### config.mk
export PLATFORM = sky130hd
export DESIGN_NAME = bank_window_mapper
export DESIGN_NICKNAME = d
export VERILOG_FILES = /design/src/rtl/bankmap_pkg.sv /design/src/rtl/bm_port_decode.sv /design/src/rtl/bm_bank_reg.sv /design/src/rtl/bm_window_xlate.sv /design/src/rtl/bank_window_mapper.sv
export SDC_FILE = /design/constraint.sdc
export NUM_CORES = 1
export LEC_CHECK = 0
export ABC_AREA = 1
export CORE_UTILIZATION = 24
export DETAILED_ROUTE_END_ITERATION = 10
export GPL_ROUTABILITY_DRIVEN = 0
export HOLD_SLACK_MARGIN = 0.06
export PLACE_DENSITY = 0.85
export SLEW_MARGIN = 20
export SYNTH_ARGS = -nofsm -noshare
export SYNTH_HDL_FRONTEND = slang
export SYNTH_SLANG_ARGS = --single-unit
### constraint.sdc
create_clock -name clk -period 1.12 [get_ports clk]
set_input_delay 0.168 -clock clk [delete_from_list [all_inputs] [get_ports clk]]
set_output_delay 0.168 -clock clk [all_outputs]
set_load 0.02 [all_outputs]
### src/rtl/bankmap_pkg.sv
package bankmap_pkg;

    localparam int CPU_AW   = 16;
    localparam int PHYS_AW  = 19;
    localparam int WIN_AW   = CPU_AW - 1;
    localparam int BANK_W   = PHYS_AW - WIN_AW;
    localparam int NUM_WIN  = 2;
    localparam int DATA_W   = NUM_WIN * BANK_W;
    localparam int IO_AW    = 8;
    localparam int MIRROR_W = 4;
    localparam logic [IO_AW-MIRROR_W-1:0] PORT_TAG = 4'h7;

    typedef logic [BANK_W-1:0] bank_t;

    typedef struct packed {
        bank_t upper;
        bank_t lower;
    } bank_pair_t;

    // Decoded bus controls, active high
    typedef struct packed {
        logic iorq;
        logic mreq;
        logic wr;
        logic m1;
    } bus_ctl_t;

    function automatic logic port_match(input logic [IO_AW-1:0] a);
        return a[IO_AW-1:MIRROR_W] == PORT_TAG;
    endfunction

    function automatic bus_ctl_t decode_ctl(input logic iorq_n, input logic mreq_n,
                                            input logic wr_n, input logic m1_n);
        bus_ctl_t c;
        c.iorq = ~iorq_n;
        c.mreq = ~mreq_n;
        c.wr   = ~wr_n;
        c.m1   = ~m1_n;
        return c;
    endfunction

endpackage

### src/rtl/bm_port_decode.sv
module bm_port_decode
    import bankmap_pkg::*;
#(
    parameter int AW = IO_AW
) (
    input  logic          clk,
    input  logic          rst,
    input  logic [AW-1:0] io_addr,
    input  bus_ctl_t      ctl,
    output logic          wr_pulse
);

    logic qual;
    logic qual_q;

    // Qualified I/O write: request + write, not an acknowledge/fetch cycle
    assign qual = ctl.iorq & ctl.wr & ~ctl.m1 & port_match(io_addr);

    always_ff @(posedge clk) begin
        if (rst) qual_q <= 1'b0;
        else     qual_q <= qual;
    end

    assign wr_pulse = qual & ~qual_q;

    AST_SINGLE_PULSE: assert property (@(posedge clk) disable iff (rst)
        wr_pulse |=> !wr_pulse);
    AST_PULSE_QUALIFIED: assert property (@(posedge clk) disable iff (rst)
        wr_pulse |-> (ctl.iorq && ctl.wr && !ctl.m1));

endmodule

### src/rtl/bm_bank_reg.sv
module bm_bank_reg
    import bankmap_pkg::*;
#(
    parameter int DW = DATA_W
) (
    input  logic          clk,
    input  logic          rst,
    input  logic          wr_en,
    input  logic [DW-1:0] wr_data,
    output bank_pair_t    banks
);

    logic [DW-1:0] bank_q;

    // Deliberately no reset: contents are undefined until first written
    always_ff @(posedge clk) begin
        if (wr_en) bank_q <= wr_data;
    end

    assign banks = bank_pair_t'(bank_q);

    AST_CAPTURE_DATA: assert property (@(posedge clk) disable iff (rst)
        wr_en |=> (bank_q == $past(wr_data)));
    AST_HOLD_NO_WRITE: assert property (@(posedge clk) disable iff (rst)
        !wr_en |=> $stable(bank_q));

endmodule

### src/rtl/bm_window_xlate.sv
module bm_window_xlate
    import bankmap_pkg::*;
#(
    parameter int AW = CPU_AW,
    parameter int BW = BANK_W,
    parameter int NW = NUM_WIN
) (
    input  logic [AW-1:0]         cpu_addr,
    input  logic [NW*BW-1:0]      bank_bits,
    input  bus_ctl_t              ctl,
    output logic [BW+AW-2:0]      phys_addr,
    output logic                  ram_en
);

    localparam int OFS_W = AW - 1;

    logic [BW-1:0] win_bank [NW];

    for (genvar w = 0; w < NW; w++) begin : g_win
        assign win_bank[w] = bank_bits[w*BW +: BW];
    end

    logic [BW-1:0] sel_bank;
    assign sel_bank  = win_bank[cpu_addr[AW-1]];
    assign phys_addr = {sel_bank, cpu_addr[OFS_W-1:0]};
    assign ram_en    = ctl.mreq & ~ctl.iorq;

endmodule

### src/rtl/bank_window_mapper.sv
module bank_window_mapper
    import bankmap_pkg::*;
(
    input  logic               clk,
    input  logic               rst,
    input  logic [CPU_AW-1:0]  cpu_addr,
    input  logic [DATA_W-1:0]  cpu_data,
    input  logic               iorq_n,
    input  logic               mreq_n,
    input  logic               wr_n,
    input  logic               m1_n,
    output logic [PHYS_AW-1:0] phys_addr,
    output logic               ram_en
);

    bus_ctl_t   ctl;
    logic       wr_pulse;
    bank_pair_t banks;

    assign ctl = decode_ctl(iorq_n, mreq_n, wr_n, m1_n);

    bm_port_decode #(.AW(IO_AW)) u_decode (
        .clk      (clk),
        .rst      (rst),
        .io_addr  (cpu_addr[IO_AW-1:0]),
        .ctl      (ctl),
        .wr_pulse (wr_pulse)
    );

    bm_bank_reg #(.DW(DATA_W)) u_bank (
        .clk     (clk),
        .rst     (rst),
        .wr_en   (wr_pulse),
        .wr_data (cpu_data),
        .banks   (banks)
    );

    bm_window_xlate #(.AW(CPU_AW), .BW(BANK_W), .NW(NUM_WIN)) u_xlate (
        .cpu_addr  (cpu_addr),
        .bank_bits (banks),
        .ctl       (ctl),
        .phys_addr (phys_addr),
        .ram_en    (ram_en)
    );

    AST_CE_NOT_IO: assert property (@(posedge clk) disable iff (rst)
        !iorq_n |-> !ram_en);
    AST_CE_NEEDS_MREQ: assert property (@(posedge clk) disable iff (rst)
        ram_en |-> !mreq_n);
    AST_OFFSET_PASS: assert property (@(posedge clk) disable iff (rst)
        phys_addr[CPU_AW-2:0] == cpu_addr[CPU_AW-2:0]);

endmodule

==> summary.txt <==
Route
  • Vias per Instance: 3.913
  • DRC Markers: 0
  • Via Count: 360
  • DRT Wirelength: 885 um
  • Starting DRT DRC Count: 3
  • Iteration count of the initial detailed-routing pass: 3
  • Post-DR wirelength/cell: 9.620 um
  • DRT antenna net count: 0

Global routing
  • Largest net degree at the start of global routing: 9
  • Overall Global Routing Usage: 0.09614
  • Antenna violations before repair: 0
  • Vias in the first global route: 360
  • Gr ovfl total: 0
  • First-pass GRT wire length: 1311 um

Finish
  • Synthesis-to-finish area growth: 53.10%
  • Final non-filler cell total: 92
  • Total Nets Final: 98
  • Final instance area: 710.7 um^2
  • Layout cell share with drive strength beyond 1: 0.2836
  • Ant. Diodes: 0

Clock network
  • CTS buffer count: 3
  • H-tree Lvls: 1
  • Maximum clock path buffer count: 2
  • CTS Hold Bufs: 0
  • Worst-Skew Late Latency: 260 ps
  • Clock slew at reported path FFs: 60 ps
  • CTS tree: yes
  • CTS Sinks: 9
  • Clock tree root driver cell: clkbuf_4

Power and ir drop
  • P_leak: 0.3165 nW
  • Clock share of power: 0.333
  • Sequential share of power: 0.502
  • P_int: 0.0005761 W
  • Power per cell area: 1031 mW/mm^2
  • Total power: 0.0007324 W
  • P_sw: 0.0001563 W
  • Comb pwr share: 0.165
  • Peak VDD IR: 0.5370 mV
  • Switching portion of total power: 0.2135

Critical path
  • CP Class: reg2out
  • CP arrival: 920 ps
  • Endpoint type of the worst setup path: primary output
  • Crit start category: flop
  • Critical Path RT: 950 ps
  • Critical path origin: u_bank.banks[3]$_DFFE_PP_
  • Reg2Reg Launch Point: u_decode.qual_q$_SDFF_PP0_
  • Crit-path max FO: 1

Die
  • Initial core utilization: 0.2631
  • Die ar.: 0.002114 mm^2
  • Placeable core region: 0.001764 mm^2
  • Die width: 45.98 um
  • Die H: 45.98 um
  • # rows: 15
  • I/O pins: 50

Timing
  • Max Clk Rate: 916.7 MHz
  • RSZ-0062 raised after global routing: true
  • Relative slew slack: 0.8327
  • Clk_skew: 3.707 ps
  • Final setup fails: 0
  • Final setup margin: 29.08 ps
  • Tmin final: 1091 ps
  • Worst slew pin tran: 251.0 ps
  • Final hold violations: 0
  • Max-slew violations: 0
  • Fin crit share: 0.9740

Place
  • DP Cell Count: 86
  • Port bufs: 27
  • Pre-CTS WS: -607.9 ps
  • DP HPWL: 616.9 um
  • Dpl cell area: 670.6 um^2

Synthesis
  • Ys Warns: 0
  • Seq cells post-synth: 9
  • Mapped Avg Cell Area: 9.876 um^2
  • Sequential fraction of the synthesis area: 0.5606
  • Mapped Area: 464.2 um^2
  • Syn Inst Count: 47
  • Post-Syn Nets: 77
  • Distinct cells, synth: 7

Hold path
  • Hold Startpoint: cpu_addr[0]
  • Worst hold path type: in2out

Job
  • Max cap viols: 0

Status
  • Outcome: finished, final reports clean
## synth_stat cells
library cell  count  share of area
dfxtp_1           1          0.043
edfxtp_1          8           0.52
nor2_1            5          0.040
nand2_1           8          0.065
inv_1             6          0.049
buf_4            15           0.24
o21ai_0           4          0.043
## worst paths after layout
check	slack (ps)	end	depth (start not counted)
max reg2reg	270	u_bank.banks[7]$_DFFE_PP_	2
min	340	phys_addr[0]	0
max	30	phys_addr[18]	3
min reg2reg	660	u_bank.banks[2]$_DFFE_PP_	2
## power groups by stage
stage                     sequential [W]  clock, W  combinational, W
after detailed placement        0.000375         0          0.000131
final                           0.000367  0.000244          0.000121
after global placement          0.000375         0          0.000129
after floorplan                 0.000375         0         0.0000999
after global routing            0.000367  0.000280          0.000131
after CTS                       0.000368  0.000250          0.000115
## through the flow
stage               utilization  TNS (ps)  hold slack, ps
floorplan                     -         0           240.4
global placement         0.3801     -6215           336.1
detailed placement       0.3801     -6488           336.1
CTS                      0.3901         0           336.1
global route             0.4028    -70.51           336.0
finish                   0.4028         0           336.0
## critical path: stages, from the launching register on
cell,delay [ps]
edfxtp_1,320
inv_1,40
o21ai_0,150
buf_4,170
## area by class of cell
type | instances | area [um^2]
Clock buffer | 4 | 26.28
Fill cell | 181 | 1054
Inverter | 6 | 22.52
Multi-Input combinational cell | 17 | 77.57
Sequential cell | 9 | 260.3
Tap cell | 25 | 31.28
Timing Repair Buffer | 31 | 292.8
## layout by cell type (no fill, tap or decap), types with 3 or more instances in the layout
cell              n
buf_4             5
clkbuf_4          3
clkdlybuf4s15_2   3
clkdlybuf4s50_1  11
dlygate4sd2_1     5
edfxtp_1          8
inv_1             5
nand2_1           8
nor2_1            3
## logic make-up after synthesis
kind of cell,Yosys count,synth area share
buf+inv,21,0.2911
simple gates,13,0.1051
flops,9,0.5606
compound gates,4,0.04313
## per-layer routing
| metal | global-route usage | up-vias | part of all wire |
|---|---|---|---|
| li1 | - | 172 | - |
| met1 | 0.08395 | 154 | 0.30 |
| met2 | 0.1549 | 28 | 0.53 |
| met3 | 0.03968 | 6 | 0.14 |
| met4 | 0.1059 | 0 | 0.029 |
| met5 | 0 | - | 0 |
## flip-flops by register name (all words and copies together), names as in the netlist
| register | cells |
|---|---|
| u_bank.banks | 8 |
| u_decode.qual_q | 1 |
## repair_timing
item,4_1_cts,5_1_grt
buffers inserted,2,0
pin swaps,3,2
endpoints found under the setup margin,17,14
gates resized for setup,42,11
(Power assumes the default switching activity.)
